--- src/rtl/sertx_pkg.sv ---
package sertx_pkg;

   typedef enum logic [1:0] {
      PAR_NONE = 2'd0,
      PAR_ODD  = 2'd1,
      PAR_EVEN = 2'd2,
      PAR_OFF  = 2'd3
   } par_mode_e;

   typedef enum logic [2:0] {
      ST_IDLE,
      ST_START,
      ST_DATA,
      ST_PARITY,
      ST_STOP
   } tx_state_e;

   typedef struct packed {
      logic [1:0] wlen;
      par_mode_e  par;
      logic       two_stop;
   } line_cfg_t;

   function automatic logic par_enabled(par_mode_e p);
      return (p == PAR_ODD) || (p == PAR_EVEN);
   endfunction

endpackage

--- src/rtl/sertx_bit_timer.sv ---
module sertx_bit_timer #(
   parameter int OVS = 16,
   parameter int CW  = 6
) (
   input  logic          clk,
   input  logic          rst_n,
   input  logic          tick,
   input  logic          run,
   input  logic          restart,
   input  logic [CW-1:0] limit,
   output logic          bit_end
);

   logic [CW-1:0] cnt_q;

   assign bit_end = run && tick && (cnt_q == (limit - CW'(1)));

   always_ff @(posedge clk) begin
      if (!rst_n) begin
         cnt_q <= '0;
      end else if (restart) begin
         cnt_q <= '0;
      end else if (run && tick) begin
         cnt_q <= bit_end ? '0 : cnt_q + CW'(1);
      end
   end

   if (OVS < 2) begin : g_bad_ovs
      $error("sertx_bit_timer: OVS must be at least 2");
   end

   AST_CNT_BELOW_LIMIT: assert property (@(posedge clk) disable iff (!rst_n)
      cnt_q < limit);

   AST_HOLD_WITHOUT_TICK: assert property (@(posedge clk) disable iff (!rst_n)
      (!tick && !restart) |=> $stable(cnt_q));

endmodule

--- src/rtl/sertx_shifter.sv ---
module sertx_shifter import sertx_pkg::*; #(
   parameter int DATA_W = 8,
   parameter int MIN_W  = 5
) (
   input  logic              clk,
   input  logic              rst_n,
   input  logic              load,
   input  logic              shift,
   input  logic [DATA_W-1:0] data,
   input  logic [1:0]        wlen,
   input  par_mode_e         par,
   output logic              cur_bit,
   output logic              par_bit
);

   logic [DATA_W-1:0] sh_q;
   logic [DATA_W-1:0] masked;
   logic              par_q;

   function automatic logic [DATA_W-1:0] len_mask(logic [1:0] wl);
      logic [DATA_W-1:0] m;
      for (int i = 0; i < DATA_W; i++) begin
         m[i] = (i < MIN_W + int'(wl));
      end
      return m;
   endfunction

   assign masked = data & len_mask(wlen);

   always_ff @(posedge clk) begin
      if (!rst_n) begin
         sh_q  <= '0;
         par_q <= 1'b0;
      end else if (load) begin
         sh_q  <= masked;
         par_q <= (par == PAR_ODD) ? ~(^masked) : (^masked);
      end else if (shift) begin
         sh_q  <= sh_q >> 1;
      end
   end

   assign cur_bit = sh_q[0];
   assign par_bit = par_q;

   if (DATA_W < MIN_W || DATA_W - MIN_W > 3) begin : g_bad_width
      $error("sertx_shifter: DATA_W must lie within MIN_W..MIN_W+3");
   end

   AST_SHIFT_EMPTIES_TOP: assert property (@(posedge clk) disable iff (!rst_n)
      (shift && !load) |=> !sh_q[DATA_W-1]);

endmodule

--- src/rtl/sertx_seq.sv ---
module sertx_seq import sertx_pkg::*; #(
   parameter int DATA_W    = 8,
   parameter int MIN_W     = 5,
   parameter int OVS       = 16,
   parameter bit HALF_STOP = 1'b1,
   parameter int CW        = 6
) (
   input  logic          clk,
   input  logic          rst_n,
   input  logic          tick,
   input  logic          bit_end,
   input  logic          char_valid,
   input  line_cfg_t     cfg_in,
   output logic          char_ready,
   output logic          accept,
   output logic          shift,
   output tx_state_e     state,
   output line_cfg_t     cfg,
   output logic [CW-1:0] limit
);

   localparam int IW = $clog2(DATA_W);

   tx_state_e     state_q, state_d;
   line_cfg_t     cfg_q;
   logic [IW-1:0] idx_q;
   logic [IW:0]   last_idx;
   logic          stop_done;
   logic          last_data;
   logic [CW-1:0] short_stop;

   if (HALF_STOP) begin : g_half_stop
      assign short_stop = CW'(OVS + OVS / 2);
   end else begin : g_full_stop
      assign short_stop = CW'(2 * OVS);
   end

   assign last_idx   = (IW+1)'(MIN_W - 1) + (IW+1)'(cfg_q.wlen);
   assign last_data  = ({1'b0, idx_q} == last_idx);
   assign stop_done  = (state_q == ST_STOP) && bit_end;
   assign char_ready = (state_q == ST_IDLE) || stop_done;
   assign accept     = char_valid && char_ready;
   assign shift      = (state_q == ST_DATA) && bit_end;

   always_comb begin
      limit = CW'(OVS);
      if (state_q == ST_STOP && cfg_q.two_stop) begin
         limit = (cfg_q.wlen == 2'd0) ? short_stop : CW'(2 * OVS);
      end
   end

   always_comb begin
      state_d = state_q;
      case (state_q)
         ST_IDLE:   if (accept) state_d = ST_START;
         ST_START:  if (bit_end) state_d = ST_DATA;
         ST_DATA:   if (bit_end && last_data)
                       state_d = par_enabled(cfg_q.par) ? ST_PARITY : ST_STOP;
         ST_PARITY: if (bit_end) state_d = ST_STOP;
         ST_STOP:   if (bit_end) state_d = accept ? ST_START : ST_IDLE;
         default:   state_d = ST_IDLE;
      endcase
   end

   always_ff @(posedge clk) begin
      if (!rst_n) begin
         state_q <= ST_IDLE;
         cfg_q   <= '0;
         idx_q   <= '0;
      end else begin
         state_q <= state_d;
         if (accept) cfg_q <= cfg_in;
         if (state_q == ST_START) begin
            idx_q <= '0;
         end else if (shift) begin
            idx_q <= idx_q + IW'(1);
         end
      end
   end

   assign state = state_q;
   assign cfg   = cfg_q;

   AST_STALL_NO_TICK: assert property (@(posedge clk) disable iff (!rst_n)
      (!tick && !accept) |=> $stable(state_q));

   AST_START_AFTER_ACCEPT: assert property (@(posedge clk) disable iff (!rst_n)
      accept |=> (state_q == ST_START));

   AST_NO_READY_MIDFRAME: assert property (@(posedge clk) disable iff (!rst_n)
      (state_q inside {ST_START, ST_DATA, ST_PARITY}) |-> !char_ready);

   AST_CFG_FROZEN: assert property (@(posedge clk) disable iff (!rst_n)
      (state_q != ST_IDLE && !accept) |=> $stable(cfg_q));

endmodule

--- src/rtl/async_tx_framer.sv ---
module async_tx_framer import sertx_pkg::*; #(
   parameter int DATA_W    = 8,
   parameter int MIN_W     = 5,
   parameter int OVS       = 16,
   parameter bit HALF_STOP = 1'b1,
   parameter bit OUT_REG   = 1'b0
) (
   input  logic              clk,
   input  logic              rst_n,
   input  logic              os_tick,
   input  logic [DATA_W-1:0] char_data,
   input  logic              char_valid,
   output logic              char_ready,
   input  logic [1:0]        cfg_wlen,
   input  logic [1:0]        cfg_parity,
   input  logic              cfg_two_stop,
   input  logic              cfg_break,
   output logic              txd,
   output logic              tx_idle,
   output logic              tx_busy
);

   localparam int CW = $clog2(2 * OVS + 1);

   line_cfg_t     cfg_in, cfg_cur;
   tx_state_e     state;
   logic          accept, shift, bit_end;
   logic          cur_bit, par_bit;
   logic          frame_bit, line_nxt;
   logic [CW-1:0] limit;

   if (OVS < 2 || (OVS % 2) != 0) begin : g_bad_ovs
      $error("async_tx_framer: OVS must be even and at least 2");
   end

   assign cfg_in.wlen     = cfg_wlen;
   assign cfg_in.par      = par_mode_e'(cfg_parity);
   assign cfg_in.two_stop = cfg_two_stop;

   sertx_seq #(
      .DATA_W(DATA_W), .MIN_W(MIN_W), .OVS(OVS),
      .HALF_STOP(HALF_STOP), .CW(CW)
   ) u_seq (
      .clk(clk), .rst_n(rst_n), .tick(os_tick), .bit_end(bit_end),
      .char_valid(char_valid), .cfg_in(cfg_in), .char_ready(char_ready),
      .accept(accept), .shift(shift), .state(state), .cfg(cfg_cur),
      .limit(limit)
   );

   sertx_bit_timer #(.OVS(OVS), .CW(CW)) u_timer (
      .clk(clk), .rst_n(rst_n), .tick(os_tick),
      .run(state != ST_IDLE), .restart(accept),
      .limit(limit), .bit_end(bit_end)
   );

   sertx_shifter #(.DATA_W(DATA_W), .MIN_W(MIN_W)) u_shift (
      .clk(clk), .rst_n(rst_n), .load(accept), .shift(shift),
      .data(char_data), .wlen(cfg_in.wlen), .par(cfg_in.par),
      .cur_bit(cur_bit), .par_bit(par_bit)
   );

   always_comb begin
      case (state)
         ST_START:  frame_bit = 1'b0;
         ST_DATA:   frame_bit = cur_bit;
         ST_PARITY: frame_bit = par_bit;
         default:   frame_bit = 1'b1;
      endcase
   end

   assign line_nxt = cfg_break ? 1'b0 : frame_bit;
   assign tx_idle  = (state == ST_IDLE);
   assign tx_busy  = (state != ST_IDLE);

   if (OUT_REG) begin : g_out_reg
      logic txd_q;
      always_ff @(posedge clk) begin
         if (!rst_n) txd_q <= 1'b1;
         else        txd_q <= line_nxt;
      end
      assign txd = txd_q;

      AST_BREAK_PULLS_LOW: assert property (@(posedge clk) disable iff (!rst_n)
         cfg_break |=> !txd);
   end else begin : g_out_comb
      assign txd = line_nxt;

      AST_IDLE_LINE_HIGH: assert property (@(posedge clk) disable iff (!rst_n)
         (tx_idle && !cfg_break) |-> txd);
   end

   AST_PARITY_ONLY_IF_ENABLED: assert property (@(posedge clk) disable iff (!rst_n)
      (state == ST_PARITY) |-> par_enabled(cfg_cur.par));

endmodule

--- config.mk ---
export PLATFORM = sky130hd
export DESIGN_NAME = async_tx_framer
export DESIGN_NICKNAME = d
export VERILOG_FILES = /design/src/rtl/sertx_pkg.sv /design/src/rtl/sertx_bit_timer.sv /design/src/rtl/sertx_shifter.sv /design/src/rtl/sertx_seq.sv /design/src/rtl/async_tx_framer.sv
export SDC_FILE = /design/constraint.sdc
export NUM_CORES = 1
export LEC_CHECK = 0
export ABC_AREA = 1
export BUFFER_PORTS_ARGS = -buffer_cell sky130_fd_sc_hd__buf_2
export CAP_MARGIN = 20
export CORE_MARGIN = 8
export CORE_UTILIZATION = 30
export CTS_BUF_LIST = sky130_fd_sc_hd__clkbuf_4
export CTS_CLUSTER_DIAMETER = 200
export CTS_CLUSTER_SIZE = 16
export DETAILED_ROUTE_END_ITERATION = 12
export PLACE_DENSITY = 0.45
export SYNTH_ARGS = -nofsm -noshare
export SYNTH_HDL_FRONTEND = slang
export SYNTH_SLANG_ARGS = --single-unit
--- constraint.sdc ---
create_clock -name clk -period 2.2 [get_ports clk]
set_clock_uncertainty 0.1 [all_clocks]
set_input_delay 0.44 -clock clk [delete_from_list [all_inputs] [get_ports clk]]
set_output_delay 0.44 -clock clk [all_outputs]
set_load 0.1 [all_outputs]
==> results of run 1 <==
==> stage by stage <==
stage / power, mW / area (um2) / cells / hold WS, ns / TNS [ns]
6_report: 1.495 / 1891 / 319 / 0.2549 / 0
5_1_grt: 1.592 / 1891 / 319 / 0.2754 / -0.1470
4_1_cts: 1.512 / 1891 / 319 / 0.2469 / -0.03598
3_5_place_dp: 1.136 / 1752 / 306 / 0.3656 / 0
3_3_place_gp: 1.143 / 1752 / 306 / 0.3650 / 0
2_1_floorplan: 0.9858 / 1531 / 215 / 0.3475 / 0
==> layout make-up <==
class | instances | share of cell area
sequential | 26 | 0.2813
clock inverter | 1 | 0.01588
tap | 70 | 0.04633
timing repair buffer | 34 | 0.1231
inverter | 30 | 0.05956
multi-input combinational | 155 | 0.4619
clock buffer | 3 | 0.01191
==> kinds of logic (layout without fill, tap and decap cells) <==
group / Yosys count / after routing
AND/OR/NAND/NOR: 106 / 106
AO/OA/AOI/OAI: 36 / 36
buffers and inverters: 34 / 68
flip-flops: 26 / 26
XOR/XNOR: 11 / 11
adder cells (fa/ha/maj): 2 / 2
==> layout by cell type (no fill, tap or decap), drive strengths merged <==
cell,count
nor2,28
a211oi,3
a31oi,1
a22oi,1
nand2,45
o21bai,1
xnor2,5
buf,34
nor3b,1
or2,1
a221oi,1
xor2,6
and3,1
o21ai,16
bufinv,1
dfxtp,26
ha,2
clkbuf,3
nand3,24
inv,30
nor3,3
a21oi,13
nand4,3
==> power breakdown <==
part	internal [mW]	total (mW)	switching (mW)	leakage, nW
logic	0.194	0.605	0.412	0.561
clock network	0.184	0.341	0.157	0.0279
registers	0.518	0.548	0.0303	0.215
==> worst max-delay path, cell delays in order, from the launching register on <==
cell and delay (ns):
dfxtp_2 0.37, ha_2 0.20, nand3_4 0.09, nor2_4 0.10
nand2_2 0.08, nor2_4 0.13, nand2_2 0.07, nand2_4 0.09
buf_12 0.17
==> metal layers <==
metal / wire [um] / vias up
li1: - / 767
met1: 1838 / 624
met2: 1721 / 12
met3: 58 / 2
met4: 25 / 0
met5: 0 / -
==> sequential cells by signal, summed over array words and instances (netlist names) <==
signal	flops
u_shift.sh_q	8
u_shift.par_bit	1
u_timer.cnt_q	6
u_seq.cfg	5
u_seq.idx_q	3
u_seq.state	3
==> worst paths after layout <==
| path | cells past startpoint | slack [ns] | from | endpoint |
|---|---|---|---|---|
| setup / recovery | 8 | 0.02 | u_timer.cnt_q[0] | char_ready |
| hold / removal | 3 | 0.25 | cfg_parity[0] | u_seq.cfg[1] |
| setup reg to reg | 11 | 0.28 | u_timer.cnt_q[0] | u_shift.sh_q[2] |
| hold reg to reg | 2 | 0.39 | u_shift.par_bit | u_shift.par_bit |
==> repair_timing <==
item	in CTS	in global routing
gates resized for setup	10	0
buffers inserted	9	0
setup endpoints to repair	2	2
pin swaps	6	3
==> summary.txt, run 1 <==
STA
  • Number of max-slew violations in the final report: 0
  • RSZ-0062 raised after global routing: yes
  • Worst Slack Setup Final: 0.01903 ns
  • Fin. Hold Viols: 0
  • Fmax: around 0.46 GHz
  • Pin slew with the least headroom to its limit: 0.4866 ns
  • Slew headroom: 0.6778
  • Tcrit/Tclk final: 0.9913
  • Fin crit period: 2.181 ns
  • Setup violations, final: 0

Logic synthesis
  • Post-Synthesis Cells: 215
  • Synth cell types: 30
  • Yosys warns: 0
  • Post-synthesis simple-gate area fraction: 0.3411
  • Mux contribution to synthesized area: 0
  • Async SR Flop Fraction: 0
  • Syn Nets: 235
  • Syn avg cell area: 7.030 um2
  • Compound-Gate Fraction of Synth Area: 0.1382
  • Synth top area share: 0.3444
  • XOR/XNOR Fraction of Synth Area: 0.06374
  • Post-synth EDFFs: 0
  • Adder-Cell Fraction of Synth Area: 0.01656
  • Combinational family with the most area after synthesis: simple AND/OR/NAND/NOR gates
  • Primary FF master, synth: dfxtp_1
  • Synth area leader: dfxtp_1
  • Sequential share of the synthesized area: 0.3444
  • Synth area leaders: dfxtp_1, nand2_1, nand3_1, inv_1, nor2_1
  • Count leader, synth: nand2_1
  • Netlist area before placement: roughly 1500 um2
  • #FFs+latches synth: 26
  • Post-synth top cells: nand2_1, inv_1, dfxtp_1, nor2_1, nand3_1

CTS
  • Num CTS Buffers: 3
  • Total clock sinks: 26
  • Clk slew on worst S/H paths: 0.16 ns
  • Count of hold-fix buffers inserted at cts: 0
  • CTS Buffer Depth: 2
  • Clock latency on the worst-skew pair: 0.33 ns
  • CTS tree: done
  • H-tree Lvls: 1
  • Root Buffer: clkbuf_4

Detailed routing
  • Routed len/inst: 11.42 um
  • Total number of vias: 1405
  • 1st-pass router iterations: 4
  • Starting DRT DRC Count: 55
  • Post-route ant nets: 0
  • DRC viols: 0
  • Vias per cell: 4.404
  • Final wirelength: around 3600 um

Finish
  • # diodes: 0
  • Fin nets: 270
  • Fillers: 534
  • Multi-input gate area: 873.3 um2
  • Area Overhead vs Synth: 25.08%
  • Core Util, Final: 0.3798
  • Sequential Area: 531.8 um2
  • Layout cells sized above 1: 0.2651

Global route
  • First-pass GRT wire length: roughly 6400 um
  • Largest net degree at the start of global routing: 17
  • Routing usage on met2: 0.1797
  • Vias in the first global route: 1392
  • Global routing's busiest layer: met2
  • All-Layer GR Usage: 0.1052
  • GR Util met3: 0.02264
  • GRT overflow: 0
  • GR Layer Usage met1: 0.1321
  • Initial antenna violation count: 0

Placement
  • Detailed Place HPWL: 2852 um
  • IO Port Bufs: 21
  • DP Worst Slack: 0.1375 ns
  • Gpl congestion: 0.7395

Status
  • Status: finished clean

Floorplan
  • Core Region: 4977 um2
  • Initial Util: 0.3037
  • Die X: 86.98 um
  • Die height: around 87 um
  • Die ar.: 7566 um2
  • I/O pin cnt: 22
  • Row cnt: 26

Setup path
  • Startpoint types: flop
  • Crit path required time: 1.66 ns
  • Crit path arrival time: 1.64 ns
  • CP Class: flop to primary output
  • Critical path endpoint category: primary output
  • Crit Path Max Fanout: 2

Pwr
  • Peak VDD IR: 0.4517 mV
  • P_leak: slightly above 0.8 nW
  • Total power density per cell area: around 800 nW/um2

Job
  • Max Cap Viol: 0

Min path
  • Hold Path Class: input port to flop
No activity file was read; power rests on OpenSTA's default activity.
==> run 2, diff against run 1 <==
Settings changed: CELL_PAD_IN_SITES_DETAIL_PLACEMENT set to 0, CELL_PAD_IN_SITES_GLOBAL_PLACEMENT set to 1, PLACE_DENSITY 0.45 to 0.59.
==> run 2 against run 1 <==
The run now ends with setup timing left. Maximum frequency fell by 2.0%. Clock power fell by 35%. Sequential power is essentially flat. Power down 5.5%. Sequential share of layout area is 0.35 points lower. Critical path depth unchanged. First-iteration DRC count down 1.8%. Combinational power up 5.8%. Cell count is 0.94% higher. Non-clock buffer count increased by 3. Critical path type unchanged. Highest routed layer unchanged.
==> summary.txt, run 2 (same netlist as run 1, synthesis figures left out) <==
STA
  • Slew headroom: 0.6724 (-0.005362)
  • Setup_tns: -0.02452 ns (-0.02452 ns)
  • Tcrit/Tclk final: 1.011 (+0.01980)
  • Number of max-slew violations in the final report: 0 (unchanged)
  • Worst Slack Setup Final: -0.02452 ns (-0.04356 ns)
  • Pin slew with the least headroom to its limit: 0.4947 ns (+0.008099 ns)
  • Fin. Hold Viols: 0 (unchanged)
  • Fmax: 0.4495 GHz (-2.0%)
  • RSZ-0062 raised after global routing: yes
  • Fin crit period: 2.225 ns (+0.04356 ns)
  • Worst hold slack: 0.2406 ns (-0.01434 ns)
  • Setup violations, final: 1 (+1)

Placement
  • Gpl congestion: 0.7603 (+2.8%)
  • Detailed Place HPWL: 3093 um (+8.4%)
  • IO Port Bufs: 21 (unchanged)

Finish
  • Fin nets: 273 (+1.1%)
  • Largest Register: u_shift.sh_q
  • Area Overhead vs Synth: 26.66%
  • Commonest non-fill, non-tap cells in the layout: nand2_1, inv_1, nor2_1
  • Most common cell after layout, fill and taps aside: nand2_1
  • Largest register FFs: 8 (unchanged)
  • # diodes: 0 (unchanged)
  • Layout cells sized above 1: 0.2698 (+0.004781)
  • Fillers: 540 (+1.1%)

Min path
  • Worst Hold Path Cells: 3 (unchanged)
  • HP Start: cfg_parity[0]
  • Hold Path Sink: u_seq.cfg[1]
  • Hold Path Class: input port to flop

Detailed routing
  • DRC viols: 0 (unchanged)
  • Starting DRT DRC Count: 54 (-1.8%)
  • 1st-pass router iterations: 4 (unchanged)
  • Final wirelength: 4122 um (+13%)
  • Post-route ant nets: 0 (unchanged)
  • Vias per cell: 4.509 (+2.4%)
  • Total number of vias: 1452 (+3.3%)
  • Routed len/inst: 12.80 um (+12%)

Floorplan
  • Die ar.: 7566 um2 (unchanged)
  • I/O pin cnt: 22 (unchanged)
  • Initial Util: 0.3037 (unchanged)
  • Die X: 86.98 um (unchanged)
  • Row cnt: 26 (unchanged)
  • Core Region: 4977 um2 (unchanged)
  • Die height: 86.98 um (unchanged)

Setup path
  • Startpoint types: flop
  • CP Class: flop to primary output
  • Critical path endpoint category: primary output
  • Crit Reg-Reg Endpoint: u_shift.sh_q[1]
  • CP max stage cell: dfxtp_2
  • Crit-path cells: nor2_4 > nand2_4 > o21ai_4 > nand2_2 > nor2_4 > nand2_2 > nand2_4 > buf_12
  • Crit path arrival time: 1.68 ns (+0.04 ns)
  • CP max stage delay: 0.37 ns (about the same)
  • Crit Path Max Fanout: 4 (+2)
  • Crit path required time: 1.66 ns (about the same)
  • Reg-to-reg startpoint: u_seq.state[0]
  • Reg2Reg Setup Slack: 0.20 ns (-0.08 ns)
  • R2R cell count: 12 (+1)

Job
  • Max Cap Viol: 0 (unchanged)

CTS
  • Num CTS Buffers: 3 (unchanged)
  • Root Buffer: clkbuf_4
  • Total clock sinks: 26 (unchanged)
  • Count of hold-fix buffers inserted at cts: 0 (unchanged)
  • Clk slew on worst S/H paths: 0.15 ns (about the same)
  • CTS Buffer Depth: 2 (unchanged)
  • H-tree Lvls: 1 (unchanged)
  • CTS tree: done
  • Clock latency on the worst-skew pair: 0.34 ns (about the same)

Pwr
  • Final Total Pwr: 1.412 mW (-5.5%)
  • Total power density per cell area: 737.8 nW/um2 (-6.7%)
  • P_leak: 0.8286 nW (+3.0%)
  • Peak VDD IR: 0.2990 mV (-34%)

Global route
  • GRT overflow: 0 (unchanged)
  • Largest net degree at the start of global routing: 15 (-2)
  • Vias in the first global route: 1444 (+3.7%)
  • Initial antenna violation count: 0 (unchanged)
  • First-pass GRT wire length: 6906 um (+8.6%)
  • All-Layer GR Usage: 0.1165 (+0.01134)

Status
  • Failing checks: setup timing
  • Status: complete, but fails checks
## run 2: cell types whose count changed in the layout (fill, tap and decap cells not counted)
cell / delta
buf_2: -1
buf_4: +4
bufinv_16: -1
clkinv_1: +1
nand2_2: -2
nand2_4: +2
nand3_2: -1
nand3_4: +1
o21ai_2: -1
o21ai_4: +1
## run 2: through the flow
| stage | instance area (um2) | setup WS [ns] | utilization | std cells |
|---|---|---|---|---|
| 2_1_floorplan | 1531 | 0.06848 | - | 215 |
| 3_3_place_gp | 1767 | 0.1928 | 0.3550 | 308 |
| 3_5_place_dp | 1767 | 0.1625 | 0.3550 | 308 |
| 4_1_cts | 1868 | -0.06147 | 0.3753 | 320 |
| 5_1_grt | 1914 | -0.1104 | 0.3846 | 322 |
| 6_report | 1914 | -0.02452 | 0.3846 | 322 |
## run 2: where the power goes
group / leakage, nW / internal (mW) / switching [mW]
clock: 0.0154 / 0.0668 / 0.156
combinational: 0.598 / 0.212 / 0.428
sequential: 0.215 / 0.518 / 0.0319
total: 0.829 / 0.796 / 0.616
## run 2: worst max-delay path, delay by kind of cell, from the launching register on
kind,cells,cell delay [ns]
compound gates,1,0.15
buf+inv,1,0.17
flops,1,0.37
simple gates,6,0.65
## run 2: what timing repair did
item | in CTS | in global routing
resized for setup | 8 | 7
endpoints found under the setup margin | 4 | 12
pin swaps | 6 | 9
setup buffers | 8 | 2
## run 2: worst max-delay path by stage
| stage | from | end | slack, ns |
|---|---|---|---|
| 2_1_floorplan | u_seq.state[0] | u_seq.state[0] | 0.07 |
| 3_3_place_gp | u_seq.state[0] | char_ready | 0.19 |
| 3_5_place_dp | u_seq.state[0] | char_ready | 0.16 |
| 4_1_cts | u_seq.state[1] | char_ready | -0.06 |
| 5_1_grt | u_seq.state[0] | char_ready | -0.11 |
| 6_report | u_seq.state[0] | char_ready | -0.02 |
## run 2: metal layers
| layer | track usage | vias to the layer above | share of wire |
|---|---|---|---|
| met5 | 0 | - | 0 |
| met4 | 0.04538 | 0 | 0.014 |
| met3 | 0.01981 | 5 | 0.028 |
| met2 | 0.1860 | 24 | 0.45 |
| met1 | 0.1511 | 650 | 0.51 |
| li1 | - | 773 | - |
## run 2: area by class of cell
| class | count | area (um2) | area share |
|---|---|---|---|
| inverter | 30 | 112.6 | 0.05882 |
| sequential | 26 | 531.8 | 0.2778 |
| timing repair buffer | 37 | 257.7 | 0.1346 |
| multi-input combinational | 155 | 898.4 | 0.4693 |
| clock inverter | 1 | 3.754 | 0.001961 |
| clock buffer | 3 | 22.52 | 0.01176 |
| tap | 70 | 87.58 | 0.04575 |
==> run 3, diff against run 2 <==
Settings changed: BUFFER_PORTS_ARGS -buffer_cell sky130_fd_sc_hd__buf_2 to -buffer_cell sky130_fd_sc_hd__buf_4.
==> run 3 against run 2 <==
The run now ends clean. Maximum frequency up 1.9%. Via count fell by 1.1%. Wire length is 2.5% lower. Core utilization rose by 1.8 points. Cell area grew 4.6%. Die area is the same. Combinational power rose by 8.1%. Cell count stayed put. Register-to-register slack got worse by 0.06 ns. Non-clock buffer count stayed put. Setup slack improved by 0.042 ns. Highest routed layer unchanged.
==> summary.txt, run 3 (same netlist as run 1, synthesis figures left out) <==
Setup path
  • CP top delay family: buffers and inverters
  • Crit path required time: 1.66 ns (about the same)
  • CP max stage delay: 0.39 ns (+0.02 ns)
  • CP Buf/Inv Count: 4 (+3)
  • R2R cell count: 14 (+2)
  • CP startpoint: u_seq.state[1]
  • CP Class: flop to primary output
  • Startpoint types: flop
  • Crit Reg-Reg Endpoint: u_shift.sh_q[1]
  • Crit Path Max Fanout: 3 (-1)
  • Crit path arrival time: 1.64 ns (-0.04 ns)
  • CP max stage cell: dfxtp_4
  • Reg-to-reg startpoint: u_seq.state[0]
  • Reg2Reg Setup Slack: 0.14 ns (-0.06 ns)
  • Crit-path cells: buf_4 > inv_1 > nor2_4 > inv_2 > nor2_2 > a22oi_2 > a31oi_4 > buf_12
  • Critical path endpoint category: primary output

Global route
  • All-Layer GR Usage: 0.1093 (-0.007182)
  • Largest net degree at the start of global routing: 16 (+1)
  • Initial antenna violation count: 0 (unchanged)
  • GRT overflow: 0 (unchanged)
  • Vias in the first global route: 1467 (+1.6%)
  • First-pass GRT wire length: 6624 um (-4.1%)

Placement
  • IO Port Bufs: 21 (unchanged)
  • Detailed Place HPWL: 3046 um (-1.5%)
  • DP Worst Slack: 0.08104 ns (-0.08148 ns)
  • Gpl congestion: 0.7307 (-3.9%)

Floorplan
  • Initial Util: 0.3037 (unchanged)
  • Die ar.: 7566 um2 (unchanged)
  • Die height: 86.98 um (unchanged)
  • Die X: 86.98 um (unchanged)
  • Core Region: 4977 um2 (unchanged)
  • I/O pin cnt: 22 (unchanged)
  • Row cnt: 26 (unchanged)

Min path
  • Hold Path Class: input port to flop
  • Hold Path Sink: u_shift.sh_q[2]
  • Worst Hold Path Cells: 3 (unchanged)
  • HP Start: char_data[2]

CTS
  • Clock latency on the worst-skew pair: 0.34 ns (about the same)
  • Clk slew on worst S/H paths: 0.16 ns (about the same)
  • Num CTS Buffers: 3 (unchanged)
  • CTS Buffer Depth: 2 (unchanged)
  • CTS tree: done
  • H-tree Lvls: 1 (unchanged)
  • Total clock sinks: 26 (unchanged)
  • Root Buffer: clkbuf_4

STA
  • Pin slew with the least headroom to its limit: 0.4055 ns (-0.08929 ns)
  • Fin crit period: 2.183 ns (-0.04185 ns)
  • RSZ-0062 raised after global routing: yes
  • Fmax: 0.4582 GHz (+1.9%)
  • Setup violations, final: 0 (-1)
  • Slew headroom: 0.7268 (+0.05440)
  • Worst Slack Setup Final: 0.01733 ns (+0.04185 ns)
  • Fin. Hold Viols: 0 (unchanged)
  • Worst hold slack: 0.2390 ns (-0.001581 ns)
  • Setup_tns: 0 ns (+0.02452 ns)
  • Tcrit/Tclk final: 0.9921 (-0.01902)
  • Number of max-slew violations in the final report: 0 (unchanged)

Detailed routing
  • Post-route ant nets: 0 (unchanged)
  • Final wirelength: 4019 um (-2.5%)
  • 1st-pass router iterations: 4 (unchanged)
  • Starting DRT DRC Count: 43 (-20%)
  • Routed len/inst: 12.48 um (-2.5%)
  • Vias per cell: 4.460 (-1.1%)
  • Total number of vias: 1436 (-1.1%)
  • DRC viols: 0 (unchanged)

Finish
  • Largest register FFs: 8 (unchanged)
  • Fillers: 550 (+1.9%)
  • Commonest non-fill, non-tap cells in the layout: nand2_1, buf_4, inv_1
  • Area Overhead vs Synth: 32.45%
  • Core Util, Final: 0.4022 (+0.01760)
  • # diodes: 0 (unchanged)
  • Most common cell after layout, fill and taps aside: nand2_1
  • Fin nets: 273 (unchanged)
  • Largest Register: u_shift.sh_q
  • Layout cells sized above 1: 0.2937 (+0.02381)

Pwr
  • Peak VDD IR: 0.5363 mV (+79%)
  • Total power density per cell area: 790.1 nW/um2 (+7.1%)
  • P_leak: 0.8409 nW (+1.5%)

Job
  • Max Cap Viol: 0 (unchanged)

Status
  • Status: finished clean
run 3: cell count changes in the layout (fill, tap and decap cells not counted), moves of 2 or more:
cell / change
buf_2: -18
nor2_1: -3
nand2_4: -2
nor2_4: +2
nand2_2: +2
buf_4: +16
run 3: layer usage:
layer,global-route usage,up-vias,routed length [um]
met5,0,-,0
met4,0.01878,0,21
met3,0.03302,2,152
met2,0.1895,17,1930
met1,0.1301,643,1914
li1,-,774,-
run 3: repair_timing:
action                     CTS  global route
hold buffers                 0             0
pin swaps                    6             8
cloned                       0             0
resized for setup           15            10
setup endpoints to repair    2            10
setup buffers                7             4
run 3: cell type report:
class,count,area [um2],area share
multi-input cells,155,895.9,0.4475
flip-flops and latches,26,534.3,0.2669
repair buffers,37,319.1,0.1594
inverters,30,112.6,0.05625
well taps,70,87.58,0.04375
clock inverters,1,30.03,0.01500
clock buffers,3,22.52,0.01125
run 3: worst max path at each step:
| stage | end | slack (ns) | cells after the start |
|---|---|---|---|
| after floorplan | u_seq.state[0] | 0.07 | 9 |
| after global placement | char_ready | 0.12 | 8 |
| after detailed placement | char_ready | 0.08 | 8 |
| after CTS | char_ready | -0.04 | 8 |
| after global routing | char_ready | -0.08 | 8 |
| final | txd | 0.02 | 8 |
run 3: worst register-to-register path, stage by stage (launching register included):
cell and delay [ns]:
dfxtp_4 0.38, nor2_4 0.05, buf_4 0.14, nand2_4 0.07, nand3_4 0.08, nor2_4 0.09
nand2_2 0.07, buf_4 0.14, o21bai_2 0.11, nand3_2 0.23, buf_12 0.24, nand2_1 0.08
nor2_1 0.04, nor2_1 0.09, nor2_1 0.05
run 3: report_power, final:
| group | total, mW | switching [mW] | leakage, nW | internal, mW |
|---|---|---|---|---|
| Clock | 0.340 | 0.156 | 0.0279 | 0.184 |
| Sequential | 0.550 | 0.0310 | 0.216 | 0.519 |
| Combinational | 0.692 | 0.441 | 0.597 | 0.250 |
run 3: metrics by stage:
| stage | cells | area (um2) | power [mW] |
|---|---|---|---|
| after floorplan | 215 | 1531 | 0.9858 |
| after global placement | 307 | 1794 | 1.154 |
| after detailed placement | 307 | 1794 | 1.147 |
| after CTS | 318 | 1944 | 1.556 |
| after global routing | 322 | 2002 | 1.666 |
| final | 322 | 2002 | 1.582 |
